--- src/rtl/tapx_pkg.sv ---
package tapx_pkg;

  typedef enum logic [3:0] {
    ST_RESET, ST_IDLE,
    ST_SEL_DR, ST_CAP_DR, ST_SHF_DR, ST_EX1_DR, ST_PAU_DR, ST_EX2_DR, ST_UPD_DR,
    ST_SEL_IR, ST_CAP_IR, ST_SHF_IR, ST_EX1_IR, ST_PAU_IR, ST_EX2_IR, ST_UPD_IR
  } tap_state_e;

  localparam int IR_W = 4;

  localparam logic [IR_W-1:0] OP_EXT   = 4'b0000;
  localparam logic [IR_W-1:0] OP_SNAP  = 4'b0001;
  localparam logic [IR_W-1:0] OP_IDENT = 4'b0010;
  localparam logic [IR_W-1:0] OP_USER  = 4'b0011;
  localparam logic [IR_W-1:0] OP_HOLD  = 4'b0100;
  localparam logic [IR_W-1:0] OP_INT   = 4'b0110;
  localparam logic [IR_W-1:0] OP_FLOAT = 4'b0111;
  localparam logic [IR_W-1:0] OP_PASS  = 4'b1111;

  localparam logic [IR_W-1:0] IR_CAPTURE = 4'b0101;

  typedef enum logic [1:0] {
    PATH_PASS, PATH_IDENT, PATH_USER, PATH_BOUND
  } dr_path_e;

  typedef struct packed {
    dr_path_e path;
    logic     pins_from_bsr;
    logic     pins_float;
    logic     core_from_bsr;
  } insn_ctl_t;

endpackage

--- src/rtl/tap_fsm.sv ---
module tap_fsm
  import tapx_pkg::*;
(
  input  logic       clk,
  input  logic       rst_n,
  input  logic       mode_sel,
  output tap_state_e state
);

  tap_state_e nxt;

  always_comb begin
    unique case (state)
      ST_RESET:  nxt = mode_sel ? ST_RESET  : ST_IDLE;
      ST_IDLE:   nxt = mode_sel ? ST_SEL_DR : ST_IDLE;
      ST_SEL_DR: nxt = mode_sel ? ST_SEL_IR : ST_CAP_DR;
      ST_CAP_DR: nxt = mode_sel ? ST_EX1_DR : ST_SHF_DR;
      ST_SHF_DR: nxt = mode_sel ? ST_EX1_DR : ST_SHF_DR;
      ST_EX1_DR: nxt = mode_sel ? ST_UPD_DR : ST_PAU_DR;
      ST_PAU_DR: nxt = mode_sel ? ST_EX2_DR : ST_PAU_DR;
      ST_EX2_DR: nxt = mode_sel ? ST_UPD_DR : ST_SHF_DR;
      ST_UPD_DR: nxt = mode_sel ? ST_SEL_DR : ST_IDLE;
      ST_SEL_IR: nxt = mode_sel ? ST_RESET  : ST_CAP_IR;
      ST_CAP_IR: nxt = mode_sel ? ST_EX1_IR : ST_SHF_IR;
      ST_SHF_IR: nxt = mode_sel ? ST_EX1_IR : ST_SHF_IR;
      ST_EX1_IR: nxt = mode_sel ? ST_UPD_IR : ST_PAU_IR;
      ST_PAU_IR: nxt = mode_sel ? ST_EX2_IR : ST_PAU_IR;
      ST_EX2_IR: nxt = mode_sel ? ST_UPD_IR : ST_SHF_IR;
      ST_UPD_IR: nxt = mode_sel ? ST_SEL_DR : ST_IDLE;
      default:   nxt = ST_RESET;
    endcase
  end

  always_ff @(posedge clk or negedge rst_n) begin
    if (!rst_n) state <= ST_RESET;
    else        state <= nxt;
  end

endmodule

--- src/rtl/tap_ir.sv ---
module tap_ir
  import tapx_pkg::*;
(
  input  logic            clk,
  input  logic            rst_n,
  input  tap_state_e      state,
  input  logic            ser_in,
  output logic [IR_W-1:0] ir_sr,
  output logic [IR_W-1:0] ir_q,
  output insn_ctl_t       ctl
);

  // shift stage and active instruction
  always_ff @(posedge clk or negedge rst_n) begin
    if (!rst_n) begin
      ir_sr <= IR_CAPTURE;
      ir_q  <= OP_IDENT;
    end else begin
      case (state)
        ST_RESET:  ir_q  <= OP_IDENT;
        ST_CAP_IR: ir_sr <= IR_CAPTURE;
        ST_SHF_IR: ir_sr <= {ser_in, ir_sr[IR_W-1:1]};
        ST_UPD_IR: ir_q  <= ir_sr;
        default: ;
      endcase
    end
  end

  // serial path and pin source are chosen independently
  always_comb begin
    ctl = '{path: PATH_PASS, pins_from_bsr: 1'b0, pins_float: 1'b0, core_from_bsr: 1'b0};
    case (ir_q)
      OP_EXT:   begin ctl.path = PATH_BOUND; ctl.pins_from_bsr = 1'b1; end
      OP_SNAP:  ctl.path = PATH_BOUND;
      OP_IDENT: ctl.path = PATH_IDENT;
      OP_USER:  ctl.path = PATH_USER;
      OP_HOLD:  ctl.pins_from_bsr = 1'b1;
      OP_FLOAT: ctl.pins_float = 1'b1;
      OP_INT: begin
        ctl.path          = PATH_BOUND;
        ctl.pins_from_bsr = 1'b1;
        ctl.core_from_bsr = 1'b1;
      end
      default: ;
    endcase
  end

endmodule

--- src/rtl/tap_dreg.sv ---
module tap_dreg #(
  parameter int W = 32
) (
  input  logic         clk,
  input  logic         rst_n,
  input  logic         cap_en,
  input  logic         shf_en,
  input  logic         ser_in,
  input  logic [W-1:0] cap_val,
  output logic         lsb
);

  logic [W-1:0] sr;

  generate
    if (W == 1) begin : g_one
      always_ff @(posedge clk or negedge rst_n) begin
        if (!rst_n)      sr <= '0;
        else if (cap_en) sr <= cap_val;
        else if (shf_en) sr <= ser_in;
      end
    end else begin : g_wide
      always_ff @(posedge clk or negedge rst_n) begin
        if (!rst_n)      sr <= '0;
        else if (cap_en) sr <= cap_val;
        else if (shf_en) sr <= {ser_in, sr[W-1:1]};
      end
    end
  endgenerate

  assign lsb = sr[0];

endmodule

--- src/rtl/tap_bsr.sv ---
module tap_bsr
  import tapx_pkg::*;
#(
  parameter int NPINS = 4,
  localparam int LEN = 3 * NPINS
) (
  input  logic             clk,
  input  logic             rst_n,
  input  tap_state_e       state,
  input  logic             sel,
  input  logic             ser_in,
  input  logic [NPINS-1:0] pin_in,
  input  logic [NPINS-1:0] core_out,
  input  logic [NPINS-1:0] core_oe,
  output logic             lsb,
  output logic [LEN-1:0]   upd
);

  logic [LEN-1:0] sr;
  logic [LEN-1:0] cap_vec;

  // cell layout: inputs, then output data, then output enables
  for (genvar p = 0; p < NPINS; p++) begin : g_cell
    assign cap_vec[p]           = pin_in[p];
    assign cap_vec[NPINS + p]   = core_out[p];
    assign cap_vec[2*NPINS + p] = core_oe[p];
  end

  always_ff @(posedge clk or negedge rst_n) begin
    if (!rst_n) begin
      sr  <= '0;
      upd <= '0;
    end else if (sel) begin
      case (state)
        ST_CAP_DR: sr  <= cap_vec;
        ST_SHF_DR: sr  <= {ser_in, sr[LEN-1:1]};
        ST_UPD_DR: upd <= sr;
        default: ;
      endcase
    end
  end

  assign lsb = sr[0];

endmodule

--- src/rtl/tap_access_port.sv ---
module tap_access_port
  import tapx_pkg::*;
#(
  parameter int          NPINS     = 4,
  parameter logic [31:0] IDENT_VAL = 32'h1A5C_E0B3,
  parameter logic [31:0] USER_VAL  = 32'h0C0F_FEE5
) (
  input  logic             test_clk,
  input  logic             test_rst_n,
  input  logic             mode_sel,
  input  logic             ser_in,
  output logic             ser_out,
  output logic             ser_out_en,
  input  logic [NPINS-1:0] core_out,
  input  logic [NPINS-1:0] core_oe,
  output logic [NPINS-1:0] core_in,
  input  logic [NPINS-1:0] pin_in,
  output logic [NPINS-1:0] pin_out,
  output logic [NPINS-1:0] pin_oe
);

  localparam int LEN = 3 * NPINS;

  tap_state_e      st;
  logic [IR_W-1:0] ir_sr;
  logic [IR_W-1:0] ir_q;
  insn_ctl_t       ctl;
  logic            pass_lsb, ident_lsb, user_lsb, bnd_lsb;
  logic [LEN-1:0]  upd;
  logic            cap_dr, shf_dr, tdo_d;

  tap_fsm u_fsm (
    .clk(test_clk), .rst_n(test_rst_n), .mode_sel(mode_sel), .state(st)
  );

  tap_ir u_ir (
    .clk(test_clk), .rst_n(test_rst_n), .state(st), .ser_in(ser_in),
    .ir_sr(ir_sr), .ir_q(ir_q), .ctl(ctl)
  );

  assign cap_dr = (st == ST_CAP_DR);
  assign shf_dr = (st == ST_SHF_DR);

  tap_dreg #(.W(1)) u_pass (
    .clk(test_clk), .rst_n(test_rst_n),
    .cap_en(cap_dr && ctl.path == PATH_PASS),
    .shf_en(shf_dr && ctl.path == PATH_PASS),
    .ser_in(ser_in), .cap_val(1'b0), .lsb(pass_lsb)
  );

  tap_dreg #(.W(32)) u_ident (
    .clk(test_clk), .rst_n(test_rst_n),
    .cap_en(cap_dr && ctl.path == PATH_IDENT),
    .shf_en(shf_dr && ctl.path == PATH_IDENT),
    .ser_in(ser_in), .cap_val(IDENT_VAL), .lsb(ident_lsb)
  );

  tap_dreg #(.W(32)) u_user (
    .clk(test_clk), .rst_n(test_rst_n),
    .cap_en(cap_dr && ctl.path == PATH_USER),
    .shf_en(shf_dr && ctl.path == PATH_USER),
    .ser_in(ser_in), .cap_val(USER_VAL), .lsb(user_lsb)
  );

  tap_bsr #(.NPINS(NPINS)) u_bsr (
    .clk(test_clk), .rst_n(test_rst_n), .state(st),
    .sel(ctl.path == PATH_BOUND), .ser_in(ser_in),
    .pin_in(pin_in), .core_out(core_out), .core_oe(core_oe),
    .lsb(bnd_lsb), .upd(upd)
  );

  always_comb begin
    if (st == ST_SHF_IR) tdo_d = ir_sr[0];
    else begin
      unique case (ctl.path)
        PATH_IDENT: tdo_d = ident_lsb;
        PATH_USER:  tdo_d = user_lsb;
        PATH_BOUND: tdo_d = bnd_lsb;
        default:    tdo_d = pass_lsb;
      endcase
    end
  end

  // serial output launched on the falling edge
  always_ff @(negedge test_clk or negedge test_rst_n) begin
    if (!test_rst_n) begin
      ser_out    <= 1'b0;
      ser_out_en <= 1'b0;
    end else begin
      ser_out    <= tdo_d;
      ser_out_en <= (st == ST_SHF_IR) || (st == ST_SHF_DR);
    end
  end

  always_comb begin
    pin_out = ctl.pins_from_bsr ? upd[2*NPINS-1:NPINS] : core_out;
    if (ctl.pins_float)         pin_oe = '0;
    else if (ctl.pins_from_bsr) pin_oe = upd[3*NPINS-1:2*NPINS];
    else                        pin_oe = core_oe;
    core_in = ctl.core_from_bsr ? upd[NPINS-1:0] : pin_in;
  end

endmodule

--- config.mk ---
export PLATFORM = sky130hd
export DESIGN_NAME = tap_access_port
export DESIGN_NICKNAME = d
export VERILOG_FILES = /design/src/rtl/tapx_pkg.sv /design/src/rtl/tap_fsm.sv /design/src/rtl/tap_ir.sv /design/src/rtl/tap_dreg.sv /design/src/rtl/tap_bsr.sv /design/src/rtl/tap_access_port.sv
export SDC_FILE = /design/constraint.sdc
export NUM_CORES = 1
export LEC_CHECK = 0
export ABC_AREA = 1
export BUFFER_PORTS_ARGS = -buffer_cell sky130_fd_sc_hd__buf_2
export CAP_MARGIN = 20
export CORE_MARGIN = 2
export CORE_UTILIZATION = 40
export CTS_CLUSTER_SIZE = 16
export DETAILED_ROUTE_END_ITERATION = 6
export HOLD_SLACK_MARGIN = 0.1
export PLACE_DENSITY = 0.68
export SYNTH_ARGS = -nofsm -noshare
export SYNTH_HDL_FRONTEND = slang
export SYNTH_SLANG_ARGS = --single-unit
--- constraint.sdc ---
create_clock -name test_clk -period 1.7 [get_ports test_clk]
set_input_delay 0.34 -clock test_clk [delete_from_list [all_inputs] [get_ports test_clk]]
set_output_delay 0.34 -clock test_clk [all_outputs]
set_load 0.1 [all_outputs]
# Yosys cells after proc, flatten, opt, wreduce, memory -nomap -nowiden
# Index checks and enable logic that the tools add are counted.
# W data, S select, Z words.
# classes
mux	32
n_eq_ne	24
reduce_logical	23
# op_table
op	count
$mux W32	4
$pmux W4 S12	1
$eq A4 B4 Y1 const B	8
$mux W4	8
$eq A4 B3 Y1 const B	7
$pmux W12 S2	1
$eq A4 B2 Y1 const B	4
$pmux W4 S2	2
$reduce_bool A2 Y1	6
$mux W1	9
$reduce_or A3 Y1	3
$eq A4 B1 Y1 const B	2
$logic_not A4 Y1	2
$logic_and A1 B1 Y1	6
$mux W2	3
$mux W3	2
$pmux W2 S3	1
$eq A2 B2 Y1 const B	2
$reduce_and A2 Y1	2
$reduce_or A2 Y1	2
$pmux W1 S3	1
$eq A2 B1 Y1 const B	1
$logic_not A2 Y1	1
$logic_or A1 B1 Y1	1
# totals
register_bits	103
out_inout_bits	14

# Logic depth before layout (Yosys ltp)
# Gate-level depths: netlist of the first run.
# logic_depth
word_depth	7
mapped_depth	10

# By module
# Synthesis of the first run repeated with hierarchy kept, for this count alone.
# unflattened
hier_cells	693
area_unflattened_um2	5367.6
# by_module_without_submodules
mod	seq_area_each_um2	cells_per_inst	area_per_inst_um2	instances
tap_dreg (u_ident ...)	800.8	176	1508.9	2
tap_bsr	600.6	152	1173.6	1
tap_ir	203.9	61	432.9	1
tap_access_port	50.0	63	347.8	1
tap_fsm	100.1	55	335.3	1
tap_dreg (u_pass)	25.0	10	60.1	1

==> impl_metrics.toml, run 1 <==
[setup_path]
critPathRequiredTime_ns = 1.36
worstSetupStartpoint = "ser_out_en"
start_kind = "flop"
regToRegEndpoint = "ser_out"
endpoint = "ser_out_en"
path_delay_family = "flip-flops"
end_kind = "output pin"
reg2reg_from = "u_ir.ir_q[1]"
critPathArrivalTime_ns = 1.81
path_max_fanout = 1
reg2reg_slack_ns = -0.32
crit_slowest_cell = "dfrtn_1"
slowest_delay_ns = 0.43
path_class = "reg -> out"
worst-path-stages = 1
r2r_cells = 7
crit_chain = "buf_12"
crit_buf_inv = 1

[detailed_routing]
avgRoutedWirePerCell_um = 12.81
wl_mm = 9.725
post-route-drc-count = 0
viasPerCell = 4.995
drt_first_iter_violations = 205
dr.pass1.iters = 5
vias = 3791
ant_nets = 0

[clock_network]
clock_path_buffers = 2
ctsHoldBuffers = 0
root_buffer = "clkbuf_16"
cts.sinks = 103
ctsHtreeMaxLevel = 3
cts_buffers = 9
clk_pin_slew_ns = 0.07
cts_tree = "built"
insertion_delay_ns = 0.35

[grt]
grt_pass1_wl_mm = 16.71
grtUsageMet3 = 0.03732
grtUsageMet2 = 0.2577
grt-ovfl-total = 0
antenna_found_initial = 0
met1_usage = 0.2230
grt_max_degree = 64
grt_pass1_vias = 3620
gr-max-usage-layer = "met2"
grtUsageTotal = 0.1626

[floorplanning]
die_w_um = 110.6
dieArea_um2 = 12230
core_area_um2 = 10980
ioPinCount = 30
num_rows = 38
initial_core_util = 0.4136
fp.dieH_um = 110.6

[job]
max_cap_viol_count = 0

[yosys]
synth_nets = 559
ys_top_cells_by_count = "nand2_1 (200), dfrtp_1 (98), o21ai_0 (61)"
ys_ff_latch = 103
synth.distinct_cells = 27
avgSynthCellArea_um2 = 8.367
synth_top_area_frac = 0.5398
synth.most_common_cell = "nand2_1"
ys_seq_area_frac = 0.5682
synth.area.top_cells = "dfrtp_1 (54%), nand2_1 (17%), o21ai_0 (6.7%)"
synth-edff-count = 0
yosysWarnings = 0
synth_area_um2 = 4543
synth_area_leader_cell = "dfrtp_1"
synth_ff_type = "dfrtp_1"
netlist_instances = 543
async_flop_share = 1.000

[timing]
hold_viol_final = 0
clock_skew_ns = 0.008965
hold_slack_ns = 0.09538
max-slew-margin-rel = 0.5275
setup_viol = 15
finalMaxSlewViolations = 0
finalWorstSetupSlack_ns = -0.4511
max_slew.worst_pin.slew_ns = 0.7088
rsz0062_at_grt = "yes"

[layout]
drive_gt1_frac = 0.2536
utilization = 0.5523
syn2layout_area_growth_pct = 33.52
diodes = 0
final_nets = 630

[pwr]
powerDensity_nw_per_um2 = 1730
p_leak_nw = 2.942
peakVddDrop_v = 0.001603

[status]
violations = "negative setup slack"
status = "finished, violations left"

[placed_design]
gp_congestion = 0.8343
port_buffers = 29
dp_hpwl_mm = 6.225
dp_worst_setup_slack_ns = -0.3171

[hold_path]
hold_path.class = "in -> async"
## power by group
group / switching (mW) / internal [mW] / total, mW
clock: 0.933 / 1.17 / 2.10
sequential: 0.343 / 3.15 / 3.50
combinational: 3.00 / 1.89 / 4.90
total: 4.28 / 6.22 / 10.5
## stage by stage
step | instances | instance area (um2) | setup TNS [ns] | total power [mW]
global placement | 728 | 5441 | -1.678 | 7.792
global route | 759 | 6066 | -7.103 | 11.17
finish | 759 | 6066 | -6.150 | 10.50
detailed placement | 728 | 5441 | -2.083 | 7.882
CTS | 750 | 5892 | -6.403 | 10.32
floorplan | 543 | 4695 | -2.155 | 6.421
## area by class of cell
type,instances,area (um2)
clock buffer,10,229.0
clock inverter,6,77.57
fill,972,4917
inverter,37,148.9
multi-input combinational,382,1972
sequential,103,2582
tap,140,175.2
timing repair buffer,79,865.8
timing repair inverter,2,15.01
## repair_timing
item / CTS / global route
buffers inserted: 4 / 8
setup endpoints to repair: 60 / 67
resized for setup: 23 / 19
pin swaps: 8 / 12
cloned: 2 / 2
## cells by family (layout without fill, tap and decap cells)
group	count (synthesis)	after routing	share of synthesized area
flip-flops	103	103	0.5682
multiplexers	4	4	0.009914
buffers and inverters	58	134	0.05343
AND/OR/NAND/NOR	255	255	0.2280
AO/OA/AOI/OAI	123	123	0.1405
## worst min-delay path by stage
stage	start	to	slack, ns
2_1_floorplan	test_rst_n	u_bsr.sr[0]	0.04
3_3_place_gp	u_user.sr[14]	u_user.sr[14]	0.45
3_5_place_dp	u_user.sr[2]	u_user.sr[2]	0.46
4_1_cts	test_rst_n	u_fsm.state[0]	0.12
5_1_grt	test_rst_n	u_fsm.state[0]	0.14
6_report	test_rst_n	u_fsm.state[0]	0.1
## state kept, by name, summed over array words and instances, names as in the netlist
register / cells
u_ir.ir_sr: 4
u_pass.lsb: 1
ser_out: 1
u_ident.sr: 32
u_fsm.state: 4
ser_out_en: 1
u_bsr.sr: 12
u_user.sr: 32
u_bsr.upd: 12
u_ir.ir_q: 4
## worst reg2reg max path, delay by kind of cell, from the launching register on
| family | cells | cell delay [ns] |
|---|---|---|
| and+or+nand+nor | 6 | 0.42 |
| DFF | 1 | 0.54 |
| buffers and inverters | 1 | 0.05 |
## per-layer routing
metal	up-vias	part of all wire
met4	0	0.011
met2	75	0.48
met5	-	0
li1	1900	-
met3	11	0.036
met1	1805	0.48
## placed cells by master, fill, tap and decap left out, types with 2 or more instances in the layout
cell        instances
nand2_1           182
dfrtp_1            97
o21ai_0            60
o21ai_1            49
buf_4              37
inv_1              26
nor2_1             22
buf_12             20
nand2_4            16
buf_2              14
nand3_1            13
clkbuf_16          11
inv_2               8
nand2_2             6
nor2_4              6
buf_6               6
o22ai_1             5
a21oi_4             5
mux2_4              4
nand3_2             3
clkinvlp_4          3
dfstp_2             3
clkinv_4            2
nor2_2              2
inv_4               2
inv_8               2
dfrtn_1             2
No activity file was read; power rests on OpenSTA's default activity.
==> inputs of run 2 (changes only) <==
--- a/config.mk
+++ b/config.mk
@@ -10,6 +10,7 @@
 export CAP_MARGIN = 20
 export CORE_MARGIN = 2
 export CORE_UTILIZATION = 40
+export CTS_BUF_LIST = sky130_fd_sc_hd__clkbuf_2
 export CTS_CLUSTER_SIZE = 16
 export DETAILED_ROUTE_END_ITERATION = 6
 export HOLD_SLACK_MARGIN = 0.1
==> run 2 against run 1 <==
Net effect: the run still ends with negative setup slack left; die area unchanged; sequential power about the same; combinational power up 13%; design area up 4.4%; cell count up 3.6%; global-route usage down 0.055 points; sequential share of layout area down 1.8 points; first-iteration DRC count up 13%; non-clock buffer count up 27; worst hold slack better by 0.072 ns.
==> impl_metrics.toml, run 2 (same netlist as run 1, synthesis figures left out) <==
[grt]
grtUsageTotal = 0.1621
grt_max_degree = 64
antenna_found_initial = 0
grt-ovfl-total = 0
grt_pass1_vias = 3689
grt_pass1_wl_mm = 16.86

[status]
status = "finished, violations left"
violations = "negative setup slack"

[hold_path]
min_path_cells = 5
hold_path.class = "in -> reg"
hold_start = "core_oe[0]"
whs_endpoint = "u_bsr.sr[8]"

[layout]
final_nets = 657
reg_top3 = "u_ident.sr: 32 flops, u_user.sr: 32 flops"
utilization = 0.5763
diodes = 0
layout_commonest_cell = "nand2_1"
final_cell_mix = "nand2_1 (173), dfrtp_1 (98), o21ai_0 (58)"
syn2layout_area_growth_pct = 39.33
drive_gt1_frac = 0.3065

[timing]
clock_skew_ns = 0.09366
max_slew.worst_pin.slew_ns = 0.7131
fin_crit_ns = 2.419
post-route-period-util = 1.423
max-slew-margin-rel = 0.5246
setup_viol = 35
finalMaxSlewViolations = 0
max_freq_ghz = 0.4133
finalWorstSetupSlack_ns = -0.7193
hold_viol_final = 0
rsz0062_at_grt = "yes"

[floorplanning]
dieArea_um2 = 12230
num_rows = 38
core_area_um2 = 10980
fp.dieH_um = 110.6
ioPinCount = 30
initial_core_util = 0.4136
die_w_um = 110.6

[detailed_routing]
wl_mm = 10.63
drt_first_iter_violations = 232
dr.pass1.iters = 5
viasPerCell = 5.070
ant_nets = 0
avgRoutedWirePerCell_um = 13.52
post-route-drc-count = 0
vias = 3985

[clock_network]
insertion_delay_ns = 0.57
cts_tree = "built"
cts.sinks = 103
clk_pin_slew_ns = 0.30
ctsHtreeMaxLevel = 3
clock_path_buffers = 2
cts_buffers = 9
root_buffer = "clkbuf_2"

[pwr]
p_total_mw = 10.28
powerDensity_nw_per_um2 = 1624
p_leak_nw = 3.084
peakVddDrop_v = 0.001610

[setup_path]
regToRegEndpoint = "ser_out"
critPathArrivalTime_ns = 2.08
reg2reg_slack_ns = -0.44
path_class = "reg -> out"
start_kind = "flop"
path_max_fanout = 5
r2r_cells = 7
reg2reg_from = "u_ir.ir_q[1]"
critPathRequiredTime_ns = 1.36
end_kind = "output pin"

[job]
max_cap_viol_count = 0

[placed_design]
gp_congestion = 0.8343
dp_hpwl_mm = 6.225
port_buffers = 29
run 2: per-layer routing:
metal,share of wire,wire (um),up-vias,track usage
li1,-,-,1949,-
met1,0.47,4988,1935,0.2275
met2,0.48,5105,84,0.2597
met3,0.035,373,17,0.02799
met4,0.015,163,0,0.04667
met5,0,0,-,0
run 2: metrics by stage:
stage / setup WS (ns) / std cells / TNS (ns) / hold slack, ns / cell area [um2]
finish: -0.7193 / 786 / -10.79 / 0.1670 / 6330
CTS: -0.7980 / 769 / -11.17 / 0.1049 / 5901
global placement: -0.2824 / 728 / -1.678 / 0.4486 / 5441
global route: -0.8373 / 786 / -14.83 / 0.1697 / 6330
detailed placement: -0.3171 / 728 / -2.083 / 0.4585 / 5441
floorplan: -0.4387 / 543 / -2.155 / 0.04441 / 4695
run 2: worst max path at each step:
stage / from / endpoint / slack, ns / cells past startpoint
2_1_floorplan: ser_out / ser_out / -0.44 / 0
3_3_place_gp: u_ir.ir_q[1] / ser_out / -0.28 / 7
3_5_place_dp: u_ir.ir_q[1] / ser_out / -0.32 / 7
4_1_cts: u_ir.ir_q[1] / pin_oe[0] / -0.80 / 8
5_1_grt: u_ir.ir_q[1] / pin_oe[1] / -0.84 / 8
6_report: u_ir.ir_q[1] / core_in[0] / -0.72 / 6
run 2: cell type report:
class,count,area [um2]
fillers,938,4653
flip-flops and latches,103,2581
clock buffers,10,50.05
multi-input cells,382,2072
repair inverters,2,12.51
repair buffers,106,1205
well taps,140,175.2
clock inverters,6,77.57
inverters,37,156.4
run 2: timing repair:
action,4_1_cts,5_1_grt
endpoints found under the hold margin,113,0
setup buffers,11,8
resized for setup,27,57
setup endpoints to repair,67,89
gates cloned,1,11
pin swaps,12,17
hold buffers,13,0
run 2: power by group:
group | switching (mW) | total [mW] | leakage (nW) | internal (mW)
Clock | 0.847 | 1.22 | 0.0766 | 0.376
Combinational | 3.26 | 5.54 | 1.64 | 2.28
Sequential | 0.368 | 3.51 | 1.37 | 3.14
run 2: worst max-delay path: stages (launching register included):
cell and delay [ns]:
dfstp_2 0.63, inv_4 0.05, nor2_4 0.13, nand2_4 0.07, buf_6 0.14, mux2_4 0.32
buf_12 0.17
==> inputs of run 3 (changes only) <==
==> constraint.sdc (replaced) <==
create_clock -name test_clk -period 1.7 [get_ports test_clk]
set_input_delay 0.17 -clock test_clk [delete_from_list [all_inputs] [get_ports test_clk]]
set_output_delay 0.17 -clock test_clk [all_outputs]
set_load 0.005 [all_outputs]
==> run 3 against run 2 <==
Net effect: the flow still finishes with violations (negative setup slack); wire length grew 12%; cell count grew 1.7%; clock power grew 7%; first-iteration DRC count grew 1.7%; critical path type is now reg -> reg; non-clock buffer count grew 12; register-to-register slack lost 0.02 ns; maximum frequency grew 12%; highest routed layer unchanged; design area grew 1.1%; combinational power shrank 21%; critical path depth grew 2; largest cell class unchanged; sequential cell count is the same; clock-buffer cell count is the same.
==> impl_metrics.toml, run 3 (same netlist as run 1, synthesis figures left out) <==
[status]
status = "finished, violations left"
violations = "negative setup slack"

[pwr]
p_leak_nw = 3.085
p_sw_frac = 0.3898
powerDensity_nw_per_um2 = 1448
p_total_mw = 9.268
clkPwrFrac = 0.140
pwr-share-seq = 0.388
p_sw_mw = 3.612
peakVddDrop_v = 0.0007346
combinationalPowerShare = 0.472
p_int_mw = 5.656

[grt]
grt_max_degree = 102
grt_pass1_vias = 3547
grtUsageTotal = 0.1607
grt_pass1_wl_mm = 16.48
grt-ovfl-total = 0
antenna_found_initial = 1

[detailed_routing]
ant_nets = 0
vias = 4027
viasPerCell = 5.040
avgRoutedWirePerCell_um = 14.96
wl_mm = 11.95
drt_first_iter_violations = 236
dr.pass1.iters = 4
post-route-drc-count = 0

[floorplanning]
num_rows = 38
fp.dieH_um = 110.6
core_area_um2 = 10980
dieArea_um2 = 12230
ioPinCount = 30
initial_core_util = 0.4136
die_w_um = 110.6

[clock_network]
clk_pin_slew_ns = 0.30
cts_buffers = 9
insertion_delay_ns = 0.57
clock_path_buffers = 2
cts.sinks = 103
cts_tree = "built"
root_buffer = "clkbuf_2"
ctsHtreeMaxLevel = 3

[job]
max_cap_viol_count = 0

[timing]
rsz0062_at_grt = "yes"
max-slew-margin-rel = 0.6409
finalMaxSlewViolations = 0
max_freq_ghz = 0.4640
post-route-period-util = 1.272
finalWorstSetupSlack_ns = -0.4620
max_slew.worst_pin.slew_ns = 0.5386
hold_viol_final = 0
setup_viol = 64
timing.setup.tns_ns = -8.971
clock_skew_ns = 0.1014
fin_crit_ns = 2.162

[layout]
syn2layout_area_growth_pct = 40.84
drive_gt1_frac = 0.3632
final_nets = 669
n_fill_cell = 882
final_cell_mix = "nand2_1 (161), dfrtp_1 (96), o21ai_0 (40)"
layout_commonest_cell = "nand2_1"
utilization = 0.5826
reg_top3 = "u_ident.sr: 32 flops, u_user.sr: 32 flops"

[setup_path]
critPathRequiredTime_ns = 1.21
start_kind = "flop"
cpMostUsedCell = "nand2_1"
crit_slowest_cell = "dfrtp_2"
path_max_fanout = 4
reg2reg_slack_ns = -0.46
slowest_delay_ns = 0.51
crit_chain = "inv_1 -> nor2_2 -> nand2_4 -> nand2_1 -> nand2_1 -> nand3_2 -> nand2_1 -> nand2_1"
path_class = "reg -> reg"
critPathArrivalTime_ns = 1.67
end_kind = "flop"

[placed_design]
gp_congestion = 0.8963
port_buffers = 29
dp_hpwl_mm = 5.960

[hold_path]
hold_path.class = "in -> async"
## run 3: cell count changes in the layout (fill, tap and decap cells not counted), moves of 3 or more
cell,previous run,this run
a21oi_2,0,4
mux2_4,4,0
o21ai_2,16,35
o21ai_0,58,40
buf_12,20,8
buf_2,14,28
a21oi_4,5,1
inv_2,4,7
nand2_1,173,161
nand2_2,14,26
buf_4,39,32
nor2_2,4,1
buf_6,13,24
mux2_2,0,4
## run 3: metrics by stage
step | cell area, um2 | worst slack, ns | instances | hold slack, ns
global route | 6399 | -0.5723 | 799 | 0.2317
detailed placement | 5080 | -0.3264 | 724 | 0.3449
finish | 6399 | -0.4620 | 799 | 0.1976
floorplan | 4573 | -0.3124 | 543 | -0.1256
CTS | 5469 | -0.4608 | 760 | 0.1943
global placement | 5080 | -0.2834 | 724 | 0.3360
## run 3: routing by layer
layer	up-vias	global-route usage	routed length [um]
li1	1978	-	-
met1	1970	0.2217	5377
met2	66	0.2515	6064
met3	13	0.02689	349
met4	0	0.06917	160
met5	-	0	0
## run 3: power groups by stage
stage               clock (mW)  combinational, mW  sequential, mW
floorplan                    0               1.81            3.46
detailed placement           0               2.74            3.53
global route              1.42               4.77            3.67
finish                    1.30               4.37            3.60
global placement             0               2.68            3.51
CTS                       1.32               2.96            3.49
## run 3: final timing paths
path,start,endpoint,cells after the start
max in group asynchronous,test_rst_n,ser_out,2
min in group test_clk,ser_in,u_ir.ir_sr[3],4
worst min register to register,u_user.sr[28],u_user.sr[27],2
worst min-delay path,test_rst_n,u_ident.sr[29],3
worst max-delay path,u_ir.ir_q[2],ser_out,8
worst max register to register,u_ir.ir_q[2],ser_out,8
## run 3: timing repair
item | 4_1_cts | 5_1_grt
buffers inserted | 5 | 22
cloned | 0 | 16
setup endpoints to repair | 43 | 79
endpoints found under the hold margin | 121 | 0
pin swaps | 6 | 30
resized for setup | 21 | 155
hold buffers | 15 | 0
## run 3: worst max-delay path, delay by kind of cell (launching register included)
| family | cells | cell delay (ns) |
|---|---|---|
| DFF | 1 | 0.51 |
| and+or+nand+nor | 7 | 0.48 |
| buffers and inverters | 1 | 0.10 |
## run 3: cell type report
cell class,count,area (um2),share of cell area
Sequential cell,103,2584,0.4038
Multi-Input combinational cell,382,2128,0.3326
Timing Repair Buffer,118,1206,0.1885
Tap cell,140,175.2,0.02738
Inverter,37,153.9,0.02405
Clock inverter,6,86.33,0.01349
Clock buffer,10,50.05,0.007822
Timing Repair inverter,2,12.51,0.001955
Antenna cell,1,2.502,0.0003911
